$ cat src/rtl/nic_pkg.sv
package nic_pkg;

  localparam int NIC_LVL_W = 3;
  localparam int NIC_SW_W  = 16;
  localparam int NIC_DEPTH = 8;

  typedef enum logic [1:0] {
    EV_IDLE = 2'd0,
    EV_TAKE = 2'd1,
    EV_OVF  = 2'd2,
    EV_RET  = 2'd3
  } nic_event_e;

  // Decide what happens this cycle. A return strobe always owns the cycle.
  function automatic nic_event_e pick_event(
    input logic ret_req,
    input logic stack_empty,
    input logic boundary,
    input logic req_any,
    input logic outranks,
    input logic stack_full,
    input logic err_set
  );
    nic_event_e ev;
    ev = EV_IDLE;
    if (ret_req) begin
      if (!stack_empty) ev = EV_RET;
    end else if (boundary && req_any && outranks) begin
      if (err_set)         ev = EV_IDLE;
      else if (stack_full) ev = EV_OVF;
      else                 ev = EV_TAKE;
    end
    return ev;
  endfunction

endpackage

$ cat src/rtl/nic_level_enc.sv
module nic_level_enc #(
  parameter int LVL_W   = 3,
  localparam int NUM_LVL = 1 << LVL_W
) (
  input  logic [NUM_LVL-1:0] req,
  output logic               any,
  output logic [LVL_W-1:0]   level
);

  logic [NUM_LVL-1:0] above;
  logic [NUM_LVL-1:0] grant;

  assign above[NUM_LVL-1] = 1'b0;

  genvar i;
  generate
    for (i = 0; i < NUM_LVL - 1; i++) begin : g_chain
      assign above[i] = above[i+1] | req[i+1];
    end
    for (i = 0; i < NUM_LVL; i++) begin : g_grant
      assign grant[i] = req[i] & ~above[i];
    end
  endgenerate

  assign any = |req;

  always_comb begin
    level = '0;
    for (int k = 0; k < NUM_LVL; k++) begin
      if (grant[k]) level = level | LVL_W'(k);
    end
  end

endmodule

$ cat src/rtl/nic_save_stack.sv
module nic_save_stack #(
  parameter int DEPTH = 8,
  parameter int W     = 19,
  localparam int PTR_W = (DEPTH > 1) ? $clog2(DEPTH) : 1,
  localparam int CNT_W = $clog2(DEPTH + 1)
) (
  input  logic         clk,
  input  logic         rst_n,
  input  logic         push,
  input  logic         pop,
  input  logic [W-1:0] din,
  output logic [W-1:0] top,
  output logic         empty,
  output logic         full
);

  logic [W-1:0]     mem [DEPTH];
  logic [CNT_W-1:0] fill;
  logic [PTR_W-1:0] wr_idx;
  logic [PTR_W-1:0] rd_idx;

  assign wr_idx = PTR_W'(fill);
  assign rd_idx = PTR_W'(fill - CNT_W'(1));
  assign empty  = (fill == '0);
  assign full   = (fill == CNT_W'(DEPTH));
  assign top    = empty ? '0 : mem[rd_idx];

  always_ff @(posedge clk) begin
    if (!rst_n) begin
      fill <= '0;
      for (int k = 0; k < DEPTH; k++) mem[k] <= '0;
    end else if (push && !full) begin
      mem[wr_idx] <= din;
      fill        <= fill + CNT_W'(1);
    end else if (pop && !empty) begin
      fill <= fill - CNT_W'(1);
    end
  end

endmodule

$ cat src/rtl/nest_irq_ctrl.sv
module nest_irq_ctrl
  import nic_pkg::*;
#(
  parameter int LVL_W       = NIC_LVL_W,
  parameter int SW_W        = NIC_SW_W,
  parameter int STACK_DEPTH = NIC_DEPTH,
  localparam int NUM_LVL    = 1 << LVL_W,
  localparam int ENTRY_W    = LVL_W + SW_W
) (
  input  logic               clk,
  input  logic               rst_n,
  input  logic [NUM_LVL-1:0] irq_req,
  input  logic               insn_done,
  input  logic               ret_strobe,
  input  logic [SW_W-1:0]    cur_status,
  output logic               ack,
  output logic [LVL_W-1:0]   vec_idx,
  output logic [LVL_W-1:0]   cur_prio,
  output logic               rest_valid,
  output logic [SW_W-1:0]    rest_status,
  output logic               ovf_err
);

  logic               hi_any;
  logic [LVL_W-1:0]   hi_lvl;
  logic               stk_empty;
  logic               stk_full;
  logic [ENTRY_W-1:0] stk_top;
  logic [ENTRY_W-1:0] stk_din;
  nic_event_e         evt;

  // Named internal events, observed by the bound checker.
  logic take;
  logic ovf_hit;
  logic do_ret;

  nic_level_enc #(.LVL_W(LVL_W)) u_enc (
    .req   (irq_req),
    .any   (hi_any),
    .level (hi_lvl)
  );

  assign evt = pick_event(ret_strobe, stk_empty, insn_done, hi_any,
                          hi_lvl > cur_prio, stk_full, ovf_err);

  assign take    = (evt == EV_TAKE);
  assign ovf_hit = (evt == EV_OVF);
  assign do_ret  = (evt == EV_RET);
  assign stk_din = {cur_prio, cur_status};

  nic_save_stack #(.DEPTH(STACK_DEPTH), .W(ENTRY_W)) u_stack (
    .clk   (clk),
    .rst_n (rst_n),
    .push  (take),
    .pop   (do_ret),
    .din   (stk_din),
    .top   (stk_top),
    .empty (stk_empty),
    .full  (stk_full)
  );

  always_ff @(posedge clk) begin
    if (!rst_n) begin
      cur_prio    <= '0;
      vec_idx     <= '0;
      ack         <= 1'b0;
      rest_valid  <= 1'b0;
      rest_status <= '0;
      ovf_err     <= 1'b0;
    end else begin
      ack        <= take;
      rest_valid <= do_ret;
      if (take) begin
        cur_prio <= hi_lvl;
        vec_idx  <= hi_lvl;
      end
      if (do_ret) begin
        cur_prio    <= stk_top[ENTRY_W-1 -: LVL_W];
        rest_status <= stk_top[SW_W-1:0];
      end
      if (ovf_hit) ovf_err <= 1'b1;
    end
  end

endmodule

$ cat config.mk
export PLATFORM = sky130hd
export DESIGN_NAME = nest_irq_ctrl
export DESIGN_NICKNAME = d
export VERILOG_FILES = /design/src/rtl/nic_pkg.sv /design/src/rtl/nic_level_enc.sv /design/src/rtl/nic_save_stack.sv /design/src/rtl/nest_irq_ctrl.sv
export SDC_FILE = /design/constraint.sdc
export NUM_CORES = 1
export LEC_CHECK = 0
export BUFFER_PORTS_ARGS = -buffer_cell sky130_fd_sc_hd__clkbuf_2
export CAP_MARGIN = 15
export CORE_ASPECT_RATIO = 2
export CORE_UTILIZATION = 60
export CTS_CLUSTER_DIAMETER = 150
export DETAILED_ROUTE_END_ITERATION = 8
export PLACE_DENSITY = 0.87
export SLEW_MARGIN = 0
export SYNTH_ARGS = -nofsm -noshare
export SYNTH_HDL_FRONTEND = slang
export SYNTH_SLANG_ARGS = --single-unit
$ cat constraint.sdc
create_clock -name clk -period 4.7 [get_ports clk]
set_input_delay 0.235 -clock clk [delete_from_list [all_inputs] [get_ports clk]]
set_output_delay 0.235 -clock clk [all_outputs]
set_load 0.05 [all_outputs]
Word-level counts from Yosys, hierarchy flattened --
Memories as Yosys holds them, arrays and structs flattened. Cells that the tools add are included.
Storage, ports and cells: flip-flop bits (word level) 29, bits in latches 0, memory bits (writable) 152, bits in read-only memories 0, input bits 28, output and inout port bits 25, logic and storage cells 67, memories kept 1
Memories:
- u_stack.mem | words 8, width 19, read ports 1, clocked after Yosys merged registers in 0, write ports 8, line nic_save_stack.sv:17 | logic [W-1:0] mem [DEPTH];
Cells by class: add/sub/neg operators 2, $mul 0, divide/modulo/power cells 0, $lt $le $gt $ge 1, equal/unequal tests 4, shift operators 0, muxes and demuxes 24, bitwise operators 17, reduce and logical (&&, ||, !) cells 11
Operator list (number):
- 19-bit 2-to-1 mux | 2
- 3-bit 2-to-1 mux | 7
- 19-bit OR reduction | 1
- 2-bit 2-to-1 mux | 7
- 4-bit 2-to-1 mux | 2
- 8-bit OR reduction | 1
- 1-bit bitwise AND | 6
- 1-bit 2-to-1 mux | 6
- 1-bit NOT | 6
- 1-bit OR | 5
- 4-bit by 1-bit adder with 4-bit output (second input constant) | 1
- 2-bit == test (second input constant) | 2
- 4-bit == test (second input constant) | 1
- 1-bit logical AND | 4
- 4-bit zero test | 1
- 2-bit nonzero test | 2
- 4-bit by 1-bit subtractor with 4-bit output (second input constant) | 1
- 3-bit > comparator | 1
- 2-bit by 1-bit == test with 1-bit output (second input constant) | 1
- 1-bit zero test | 2

Logic depth before layout (Yosys ltp) --
Gate-level depths: netlist (run 1).
word-level depth 25, depth in mapped cells 13

Hierarchy --
Synthesis (run 1) repeated with hierarchy kept, for this count alone.
Unflattened totals: cells, all modules 639, area, all modules 8261.7 um2
Modules (own cells, without submodules):
- nic_save_stack | instances 1, cells an instance 508, area an instance 7218.2 um2, sequential area each 4644.5 um2
- nest_irq_ctrl | instances 1, cells an instance 119, area an instance 977.2 um2, sequential area each 500.5 um2
- nic_level_enc | instances 1, cells an instance 12, area an instance 66.3 um2, sequential area each 0.0 um2

Worst setup path before layout (run 1) --
OpenSTA, ideal clock, no wires.
kind reg-to-reg, from reg u_stack.fill[0], to mem u_stack.mem[1][0], enable pin, arrival time 3811 ps, setup slack 465 ps, cell stages (with the launch flop) 12, clock period less this slack 4235 ps, cells stage by stage dfxtp_1 > buf_2 > buf_2 > clkinv_1 > clkbuf_1 > ha_1 > nor2b_2 > a221oi_4 > and2_4 > buf_6 > nand2_1 > o31ai_1
RTL lines:
- from (decl) | line nic_save_stack.sv:18 | logic [CNT_W-1:0] fill;
- from (signal assigned) | line nic_save_stack.sv:34 | fill <= fill + CNT_W'(1);
- from (signal assigned) | line nic_save_stack.sv:36 | fill <= fill - CNT_W'(1);
- to (decl) | line nic_save_stack.sv:17

==> results.json, run 1 <==
{
  "run_status": "completed",
  "pwr_density_cell_nw_per_um2": 617.7,
  "dr_total_vias": 5227,
  "postSynthRegisterBits": 181,
  "drive_gt1_share_pct": 26.41,
  "hpwlAfterDp_um": 11160,
  "synth.avg_cell_area_um2": 13.30,
  "die_area_um2": 13700,
  "top_post_synthesis_cells_by_count": "sky130_fd_sc_hd__edfxtp_1, sky130_fd_sc_hd__nor2_1, sky130_fd_sc_hd__nand2_1, sky130_fd_sc_hd__mux4_2, sky130_fd_sc_hd__dfxtp_1",
  "global_route.overflow_total": 0,
  "slew_violations": 0,
  "cts_hold_repair.buffers": 0,
  "ys.warnings.count": 0,
  "worstSetupPathType": "reg2reg",
  "finalWeightedCongestion": 0.9094,
  "seq_area_frac_synth_pct": 64.93,
  "clock.fmax_ghz": 0.3088,
  "period_minus_slack_ns": 3.238,
  "yosysMostFrequentCell": "sky130_fd_sc_hd__edfxtp_1",
  "tritoncts": "yes",
  "ant_nets": 0,
  "timing_hold_violations_final": 0,
  "synth.area.top_cells": "sky130_fd_sc_hd__edfxtp_1, sky130_fd_sc_hd__mux4_2, sky130_fd_sc_hd__dfxtp_1",
  "grt_max_degree": 63,
  "holdCritPathClass": "in2reg",
  "num-nets-final": 675,
  "first_pass_iters": 5,
  "report.final.setup_viol": 0,
  "yosysUniqueCellTypes": 42,
  "antenna_found_initial": 0,
  "critical_path.startpoint_type": "register",
  "max_cap_viol_count": 0,
  "worst_slew_margin_rel_pct": 24.28,
  "critPathSlowestCell": "sky130_fd_sc_hd__o31ai_4",
  "finalWirelength_um": 18670,
  "cts_resized": 0,
  "routed_wire_length_per_instance_um": 23.14,
  "antenna_cells_inserted": 0,
  "critical_path_required_ns": 4.75,
  "worstPathCellList": "clkinv_1, buf_4, ha_1, nor2b_2, a221oi_4, nand2_1, buf_4, o31ai_4",
  "cts_made_buffers": 17,
  "ir_drop_v": 0.0007534,
  "die_h_um": 164.5,
  "worstSetupEndpointType": "register",
  "grt_setup_unrepaired": "no",
  "critical_path_peak_fanout": 25,
  "slowest_delay_ns": 0.95,
  "worst_pin_slew_ns": 1.136,
  "synth-edff-count": 152,
  "layout_worst_path_cycle_share_pct": 68.89,
  "cts.clk_slew.worst_paths_ns": 0.07,
  "power.total_mw": 5.514,
  "core_region_area_um2": 12920,
  "cts_root_buffer": "sky130_fd_sc_hd__clkbuf_16",
  "worst_hold_slack_across_all_endpoints_ns": 0.1893,
  "asyncSetResetFlopFracSynth_pct": 0,
  "critical-path-top-delay-family": "compound AO/OA/AOI/OAI gates",
  "grt.total_usage_pct": 28.94,
  "path_common_cell": "sky130_fd_sc_hd__buf_4",
  "htree_levels": 4,
  "die_w_um": 83.26,
  "synth_largest_area_cell": "sky130_fd_sc_hd__edfxtp_1",
  "syn_inst": 596,
  "clock_latency_ns": 0.43,
  "area_growth_from_synthesis_to_layout_pct": 12.65,
  "static-leakage-power_nw": 3.154,
  "critical_path.n_buffers_inverters": 3,
  "drt_drc_violations_left": 0,
  "first_global_vias": 5348,
  "post_drt_via_cell_ratio": 6.477,
  "floorplan.io_pins": 53,
  "synth_fp_nets": 629,
  "final.setup.tns_ns": 0,
  "fin_skew_ns": 0.01013,
  "timing.critical_path.arrival_ns": 3.28,
  "start_util_pct": 61.34,
  "grt_pass1_wl_um": 28930,
  "post_cts_repair_setup_buffers": 0,
  "synthFlopType": "sky130_fd_sc_hd__edfxtp_1",
  "rows": 59,
  "cts.sinks": 181,
  "io_buffers": 52,
  "max-clock-path-buffers": 2,
  "synth_largest_type_area_fraction_pct": 57.60,
  "placement.cell_area_um2": 8277,
  "starting_drc_count_in_detailed_routing": 617,
  "final_non_filler_cell_area_um2": 8926,
  "synthesis.area_um2": 7924
}
[layer usage]
layer / up-vias / part of all wire (%) / track usage, %
li1: 2258 / - / -
met1: 2568 / 33 / 33.76
met2: 339 / 55 / 50.78
met3: 62 / 8.9 / 5.397
met4: 0 / 3.6 / 15.20
met5: - / 0 / 0
[final cells by class]
type                       instances  area, um^2
sequential                       181        5149
clock inverter                    13       168.9
multi-input combinational        363        2527
timing repair buffer              69       420.4
clock buffer                      19       432.9
tap                              152       190.2
fill                             827        3993
inverter                          10       37.54
[worst paths after layout]
kind                   start                end  slack [ns]  depth (start not counted)
max          u_stack.fill[0]  u_stack.mem[4][3]        1.46                          8
min            cur_status[8]  u_stack.mem[3][8]        0.19                          3
max reg2reg  u_stack.fill[0]  u_stack.mem[4][3]        1.46                          8
min reg2reg   rest_status[2]     rest_status[2]        0.45                          2
[placed cells by master, fill, tap and decap left out, types with 2 or more instances in the layout]
cell type / netlist / routed
sky130_fd_sc_hd__edfxtp_1: 152 / 152
sky130_fd_sc_hd__o31ai_4: 0 / 4
sky130_fd_sc_hd__inv_1: 9 / 9
sky130_fd_sc_hd__clkbuf_1: 16 / 2
sky130_fd_sc_hd__ha_1: 5 / 5
sky130_fd_sc_hd__bufinv_16: 0 / 3
sky130_fd_sc_hd__nor3_1: 3 / 3
sky130_fd_sc_hd__clkinv_4: 0 / 2
sky130_fd_sc_hd__a22oi_1: 16 / 16
sky130_fd_sc_hd__a211oi_1: 4 / 4
sky130_fd_sc_hd__mux2i_1: 2 / 2
sky130_fd_sc_hd__dfxtp_1: 29 / 28
sky130_fd_sc_hd__clkbuf_2: 0 / 52
sky130_fd_sc_hd__a221oi_1: 2 / 2
sky130_fd_sc_hd__o22a_1: 2 / 2
sky130_fd_sc_hd__clkinv_2: 0 / 2
sky130_fd_sc_hd__nand2_1: 65 / 65
sky130_fd_sc_hd__o21ai_2: 0 / 3
sky130_fd_sc_hd__or3_1: 4 / 4
sky130_fd_sc_hd__nor2_1: 145 / 145
sky130_fd_sc_hd__inv_6: 0 / 5
sky130_fd_sc_hd__nor2_2: 20 / 20
sky130_fd_sc_hd__buf_4: 4 / 15
sky130_fd_sc_hd__a31oi_1: 2 / 2
sky130_fd_sc_hd__a21oi_1: 27 / 27
sky130_fd_sc_hd__nand2b_1: 2 / 2
sky130_fd_sc_hd__mux4_2: 38 / 38
sky130_fd_sc_hd__clkbuf_16: 0 / 17
[flip-flops by register name (all words and copies together) (netlist names)]
name,count
ack,1
cur_prio,3
ovf_err,1
rest_status,16
rest_valid,1
u_stack.fill,4
u_stack.mem,152
vec_idx,3
[through the flow]
step | util (%) | setup slack (ns) | std cells
after floorplan | - | 0.4646 | 596
after global placement | 64.07 | 1.396 | 773
after detailed placement | 64.07 | 1.231 | 773
after CTS | 68.73 | 1.384 | 805
after global routing | 69.09 | 1.323 | 807
final | 69.09 | 1.462 | 807
[logic make-up (layout without fill, tap and decap cells)]
| kind of cell | after synthesis | in the layout | share of synthesized area (%) |
|---|---|---|---|
| compound gates | 69 | 69 | 5.985 |
| xor+xnor | 2 | 2 | 0.2211 |
| fa+ha+maj | 5 | 5 | 0.7895 |
| buf+inv | 52 | 111 | 4.011 |
| flops | 181 | 181 | 64.93 |
| mux | 40 | 40 | 11.05 |
| simple gates | 247 | 247 | 13.01 |
[worst min-delay path: cells and delay by family]
family                 cells  cell delay, ns
buffers and inverters      1            0.09
AND/OR/NAND/NOR            2            0.18
[where the power goes]
part | total, mW | internal (mW) | leakage (nW) | switching, mW
registers | 2.06 | 1.95 | 1.81 | 0.114
clock network | 1.47 | 0.845 | 0.293 | 0.620
logic | 1.99 | 0.680 | 1.05 | 1.31
Power figures use the tool's default switching activity.
==> run 2: changes to the inputs <==
- CORE_UTILIZATION: 60 -> 54
- PLACE_DENSITY: 0.87 -> 0.83
- clock period: 4.7 -> 2.68 ns (I/O delays scaled with it)
==> run 2 against run 1 <==
Effect of this change:
- hold slack got worse by 0.11 ns
- maximum frequency rose by 27%
- first-iteration DRC count decreased by 15%
- largest power group is now combinational logic
- critical endpoint is now u_stack.mem[1][5]
- total power up 76%
- register-to-register slack worse by 1.3 ns
- die area increased by 11%
- count of clock-buffer cells in the layout down 1
- global-route usage fell by 2.6 points
- utilization decreased by 4.4 points
- sequential power rose by 76%
==> results.json, run 2 (synthesis gave the netlist of run 1 again) <==
{
  "core_region_area_um2": 14350,
  "first_global_vias": 5552,
  "floorplan.io_pins": 53,
  "finalWeightedCongestion": 0.8002,
  "dr_total_vias": 5227,
  "antenna_found_initial": 0,
  "layout_worst_path_cycle_share_pct": 95.38,
  "timing_hold_violations_final": 0,
  "clock_latency_ns": 0.43,
  "final_non_filler_cell_area_um2": 9279,
  "worst-r2r-cell-count": 9,
  "hpwlAfterDp_um": 11480,
  "antenna_cells_inserted": 0,
  "holdCritPathClass": "in2reg",
  "placement.cell_area_um2": 8711,
  "num-nets-final": 692,
  "worst_pin_slew_ns": 0.6593,
  "max_cap_viol_count": 0,
  "die_h_um": 173.3,
  "fillerInstances": 971,
  "timing.critical_path.arrival_ns": 2.68,
  "report.final.setup_viol": 0,
  "cts.sinks": 181,
  "grt_pass1_wl_um": 28430,
  "first_pass_iters": 5,
  "max-clock-path-buffers": 2,
  "rows": 62,
  "io_buffers": 52,
  "most-common-layout-cells": "sky130_fd_sc_hd__edfxtp_1, sky130_fd_sc_hd__nor2_1, sky130_fd_sc_hd__nand2_1",
  "slew_violations": 0,
  "utilization_pct": 64.66,
  "htree_levels": 4,
  "ir_drop_v": 0.0006706,
  "grt_setup_unrepaired": "no",
  "start_util_pct": 55.21,
  "area_of_the_multi_input_gates_um2": 2579,
  "fin_skew_ns": 0.007173,
  "tritoncts": "yes",
  "global_route.overflow_total": 0,
  "grt.total_usage_pct": 26.35,
  "worst_hold_startpoint": "cur_status[8]",
  "area_growth_from_synthesis_to_layout_pct": 17.10,
  "clock.fmax_ghz": 0.3912,
  "post_drt_via_cell_ratio": 6.050,
  "cts_resized": 0,
  "worstSetupEndpointType": "register",
  "post_cts_repair_setup_buffers": 0,
  "cts_root_buffer": "sky130_fd_sc_hd__clkbuf_16",
  "grt_max_degree": 63,
  "critical_path_peak_fanout": 19,
  "finalWirelength_um": 18690,
  "ant_nets": 0,
  "critical_path.startpoint_type": "register",
  "drt_drc_violations_left": 0,
  "worst_slew_margin_rel_pct": 56.04,
  "drive_gt1_share_pct": 29.76,
  "routed_wire_length_per_instance_um": 21.63,
  "worst_hold_slack_across_all_endpoints_ns": 0.08393,
  "worstHoldPathCells": 3,
  "worst_hold_endpoint": "u_stack.mem[3][8]",
  "final.setup.tns_ns": 0,
  "static-leakage-power_nw": 3.302,
  "die_w_um": 87.66,
  "cts.clk_slew.worst_paths_ns": 0.07,
  "starting_drc_count_in_detailed_routing": 527,
  "largest_registers": "u_stack.mem x152, rest_status x16, u_stack.fill x4",
  "pwr_density_cell_nw_per_um2": 1049,
  "period_minus_slack_ns": 2.556,
  "timing.rr.start": "u_stack.fill[1]",
  "final_common_cell": "sky130_fd_sc_hd__edfxtp_1",
  "regToRegSetupSlack_ns": 0.12,
  "largest_register_by_flop_count": "u_stack.mem",
  "die_area_um2": 15190,
  "largest_register_ffs": 152,
  "timing.rr.end": "u_stack.mem[1][5]",
  "critical_path_required_ns": 2.81,
  "seq_area_um2": 5151,
  "cts_hold_repair.buffers": 0,
  "run_status": "completed",
  "cts_made_buffers": 17,
  "worstSetupPathType": "reg2reg"
}
==> run 2: cell type report <==
| type | instances | share of cell area (%) |
|---|---|---|
| clock buffer | 18 | 4.854 |
| clock inverter | 14 | 1.268 |
| inverter | 10 | 0.5394 |
| multi-input combinational | 363 | 27.79 |
| sequential | 181 | 55.52 |
| tap | 192 | 2.589 |
| timing repair buffer | 86 | 7.443 |
==> run 2: routing by layer <==
layer  global-route usage [%]  up-vias  wire length [um]  part of all wire [%]
met1                    29.31     2533              6192                    33
met4                    18.72        0              1061                   5.7
met3                    6.762       82              1444                   7.7
met5                        0        -                 0                     0
met2                    42.97      312              9986                    53
li1                         -     2300                 -                     -
==> run 2: worst max-delay path by stage <==
stage	from	to	slack, ns	cells past startpoint
after floorplan	u_stack.fill[0]	u_stack.mem[1][0]	-0.12	11
after global placement	irq_req[5]	u_stack.mem[1][7]	0.008	10
after detailed placement	irq_req[5]	u_stack.mem[1][5]	-0.04	10
after CTS	u_stack.fill[1]	u_stack.mem[1][5]	0.14	9
after global routing	u_stack.fill[1]	u_stack.mem[7][7]	0.02	8
final	u_stack.fill[1]	u_stack.mem[1][5]	0.12	9
==> run 2: power breakdown <==
| group | switching (mW) | internal [mW] | total, mW |
|---|---|---|---|
| registers | 0.208 | 3.42 | 3.63 |
| logic | 2.36 | 1.37 | 3.74 |
| clock network | 1.10 | 1.27 | 2.37 |
==> run 2: through the flow <==
stage	power (mW)	worst slack, ns	cells
floorplan	6.424	-0.1159	596
global placement	7.224	0.008030	832
detailed placement	7.355	-0.04155	832
CTS	9.747	0.1359	864
global route	10.07	0.02034	864
finish	9.731	0.1237	864
==> run 2: critical path, cell delays in order (launching register included) <==
cell                       delay, ns
sky130_fd_sc_hd__dfxtp_1        0.51
sky130_fd_sc_hd__inv_1          0.15
sky130_fd_sc_hd__ha_4           0.21
sky130_fd_sc_hd__nor2b_4        0.13
sky130_fd_sc_hd__a221oi_4       0.30
sky130_fd_sc_hd__buf_4          0.17
sky130_fd_sc_hd__and2_4         0.16
sky130_fd_sc_hd__nand2_4        0.07
sky130_fd_sc_hd__o31ai_4        0.29
sky130_fd_sc_hd__buf_12         0.23
==> run 3: changes to the inputs <==
- ABC_AREA: not set -> 1
- CORE_UTILIZATION: 54 -> 55
- PLACE_DENSITY: 0.83 -> 0.76
- SYNTH_HIERARCHICAL: not set -> 1
==> run 3 against run 2 <==
Effect of this change:
- synthesized cell count is 44% higher
- sequential share of layout area is 0.17 points lower
- combinational power is 31% higher
- highest routed layer unchanged
- routed wire length is 9.1% higher
- global-route usage is 2.1 points higher
- clock power is 2% higher
- non-clock buffer count is 11 lower
- synthesized area is 2.9% higher
==> results.json, run 3 <==
{
  "run_status": "completed",
  "clock.fmax_ghz": 0.3965,
  "synth_largest_area_cell": "sky130_fd_sc_hd__edfxtp_1",
  "final.setup.tns_ns": 0,
  "worstPathCellList": "inv_1, ha_2, nand3_4, inv_1, nor3_2, nand3_4, clkinv_2, nand2_4, nor2_4, inv_2, nor2_4, nand3_1, buf_6, nor2_1",
  "grt_max_degree": 82,
  "holdCritPathClass": "in2reg",
  "yosysUniqueCellTypes": 31,
  "synth.area.top_cells": "sky130_fd_sc_hd__edfxtp_1, sky130_fd_sc_hd__nor2_1, sky130_fd_sc_hd__dfxtp_1",
  "yosysMostFrequentCell": "sky130_fd_sc_hd__nor2_1",
  "rows": 62,
  "worst-r2r-cell-count": 14,
  "period_minus_slack_ns": 2.522,
  "final_common_cell": "sky130_fd_sc_hd__nor2_1",
  "cts_made_buffers": 17,
  "syn_inst": 857,
  "worstSetupPathType": "reg2reg",
  "dr_total_vias": 6247,
  "synth.avg_cell_area_um2": 9.516,
  "max-clock-path-buffers": 2,
  "postSynthRegisterBits": 181,
  "core_region_area_um2": 14430,
  "power.total_mw": 10.88,
  "die_w_um": 88.11,
  "critical_path_peak_fanout": 19,
  "die_area_um2": 15350,
  "routed_wire_length_per_instance_um": 18.48,
  "critPathSlowestCell": "sky130_fd_sc_hd__dfxtp_1",
  "synthesis.area_um2": 8155,
  "grt_pass1_wl_um": 31700,
  "floorplan.io_pins": 53,
  "regToRegSetupSlack_ns": 0.16,
  "worst_setup_path_endpoint": "u_stack/mem[1][15]",
  "critical_path.n_buffers_inverters": 5,
  "cts.sinks": 181,
  "worst_slew_margin_rel_pct": 44.07,
  "report.final.setup_viol": 0,
  "tritoncts": "yes",
  "slew_violations": 0,
  "worstSetupEndpointType": "register",
  "worst_pin_slew_ns": 0.8390,
  "io_buffers": 52,
  "most-common-layout-cells": "sky130_fd_sc_hd__nor2_1, sky130_fd_sc_hd__edfxtp_1, sky130_fd_sc_hd__o21ai_0",
  "timing.rr.end": "u_stack/mem[1][15]",
  "post_cts_repair_setup_buffers": 0,
  "timing.rr.start": "u_stack/fill[1]",
  "finalWeightedCongestion": 0.8825,
  "static-leakage-power_nw": 3.785,
  "synthFlopType": "sky130_fd_sc_hd__edfxtp_1",
  "num-nets-final": 931,
  "htree_levels": 4,
  "first_global_vias": 6051,
  "layout_worst_path_cycle_share_pct": 94.11,
  "grt.total_usage_pct": 28.43,
  "drive_gt1_share_pct": 15.26,
  "antenna_cells_inserted": 0,
  "asyncSetResetFlopFracSynth_pct": 0,
  "ys.warnings.count": 6,
  "timing.critical_path.from": "u_stack/fill[1]",
  "top_post_synthesis_cells_by_count": "sky130_fd_sc_hd__nor2_1, sky130_fd_sc_hd__edfxtp_1, sky130_fd_sc_hd__o21ai_0, sky130_fd_sc_hd__nand2_1, sky130_fd_sc_hd__inv_1",
  "first_pass_iters": 6,
  "critical-path-top-delay-family": "simple AND/OR/NAND/NOR gates",
  "slowest_delay_ns": 0.42,
  "max_cap_viol_count": 0,
  "fin_skew_ns": 0.01076,
  "pwr_density_cell_nw_per_um2": 1170,
  "timing.critical_path.arrival_ns": 2.79,
  "critical_path_cell_count": 14,
  "drt_drc_violations_left": 0,
  "ant_nets": 0,
  "synth_largest_type_area_fraction_pct": 55.97,
  "largest_registers": "u_stack/mem x152, rest_status x16, u_stack/fill x4",
  "finalWirelength_um": 20390,
  "timing_hold_violations_final": 0,
  "synth_fp_nets": 890,
  "start_util_pct": 56.52,
  "antenna_found_initial": 0,
  "starting_drc_count_in_detailed_routing": 596,
  "cts.clk_slew.worst_paths_ns": 0.07,
  "area_growth_from_synthesis_to_layout_pct": 14.02,
  "critical_path.startpoint_type": "register",
  "largest_register_by_flop_count": "u_stack/mem",
  "seq_area_frac_synth_pct": 63.09,
  "post_drt_via_cell_ratio": 5.664,
  "critical_path_required_ns": 2.95,
  "hpwlAfterDp_um": 12290,
  "clock_latency_ns": 0.43,
  "cts_root_buffer": "sky130_fd_sc_hd__clkbuf_16",
  "largest_register_ffs": 152,
  "global_route.overflow_total": 0,
  "worstHoldPathCells": 3,
  "ir_drop_v": 0.0005682,
  "synth-edff-count": 152,
  "die_h_um": 174.2
}
[run 3: cell types whose count changed in the layout (fill, tap and decap cells not counted), sizes merged, moves of 5 or more]
cell,previous run,this run
o211ai,1,19
nor2,165,331
buf,34,23
o31ai,5,0
o21ai,5,97
o22ai,0,19
inv,15,55
nand3,2,12
a21oi,28,14
mux4,38,0
a22oi,16,0
[run 3: how the worst min path moves through the flow]
| stage | from | to | slack, ns |
|---|---|---|---|
| global placement | vec_idx[0] | vec_idx[0] | 0.45 |
| floorplan | rst_n | u_stack/fill[0] | 0.27 |
| finish | rst_n | u_stack/fill[2] | 0.01 |
| CTS | rst_n | u_stack/fill[2] | 0.004 |
| detailed placement | vec_idx[0] | vec_idx[0] | 0.45 |
| global route | rst_n | u_stack/fill[2] | 0.02 |
[run 3: worst reg2reg max path, cell delays in order (launching register included)]
cell and delay, ns:
sky130_fd_sc_hd__dfxtp_1 0.42, sky130_fd_sc_hd__inv_1 0.13, sky130_fd_sc_hd__ha_2 0.23, sky130_fd_sc_hd__nand3_4 0.10
sky130_fd_sc_hd__inv_1 0.06, sky130_fd_sc_hd__nor3_2 0.18, sky130_fd_sc_hd__nand3_4 0.10, sky130_fd_sc_hd__clkinv_2 0.09
sky130_fd_sc_hd__nand2_4 0.09, sky130_fd_sc_hd__nor2_4 0.12, sky130_fd_sc_hd__inv_2 0.08, sky130_fd_sc_hd__nor2_4 0.11
sky130_fd_sc_hd__nand3_1 0.24, sky130_fd_sc_hd__buf_6 0.26, sky130_fd_sc_hd__nor2_1 0.16
[run 3: layer usage]
layer	up-vias	share of wire [%]	GRT usage [%]
met5	-	0	0
met4	0	3.6	13.37
met2	292	54	50.26
met3	48	6.9	5.603
li1	2945	-	-
met1	2962	35	32.03
[run 3: power breakdown]
group | internal [mW] | switching, mW
sequential | 3.40 | 0.164
clock | 1.26 | 1.15
combinational | 1.38 | 3.52
[run 3: metrics by stage]
| stage | hold slack, ns | std cells | util (%) | worst slack [ns] | instance area [um^2] |
|---|---|---|---|---|---|
| global route | 0.02344 | 1103 | 64.45 | -0.01059 | 9299 |
| floorplan | 0.2724 | 857 | - | 0.0008455 | 8263 |
| CTS | 0.004257 | 1103 | 64.39 | 0.1670 | 9291 |
| detailed placement | 0.4542 | 1071 | 60.42 | 0.1781 | 8718 |
| global placement | 0.4518 | 1071 | 60.42 | 0.2474 | 8718 |
| finish | 0.01460 | 1103 | 64.45 | 0.1578 | 9299 |
[run 3: area by class of cell]
| class | instances | area, um^2 |
|---|---|---|
| inverters | 49 | 191.4 |
| multi-input cells | 574 | 2674 |
| flip-flops and latches | 181 | 5146 |
| clock buffers | 18 | 439.2 |
| repair buffers | 75 | 474.2 |
| fillers | 1193 | 5130 |
| clock inverters | 14 | 133.9 |
| well taps | 192 | 240.2 |
[run 3: timing repair]
| item | 4_1_cts | 5_1_grt |
|---|---|---|
| setup endpoints to repair | 0 | 2 |
| hold endpoints to repair | 0 | 0 |
| hold buffers | 0 | 0 |
| resized for setup | 0 | 2 |
[run 3: kinds of logic after synthesis]
| logic type | Yosys count | synth area share (%) |
|---|---|---|
| buf+inv | 102 | 5.385 |
| xor+xnor | 1 | 0.1074 |
| flops | 181 | 63.09 |
| simple gates | 417 | 20.45 |
| fa+ha+maj | 5 | 0.7671 |
| compound gates | 151 | 10.20 |
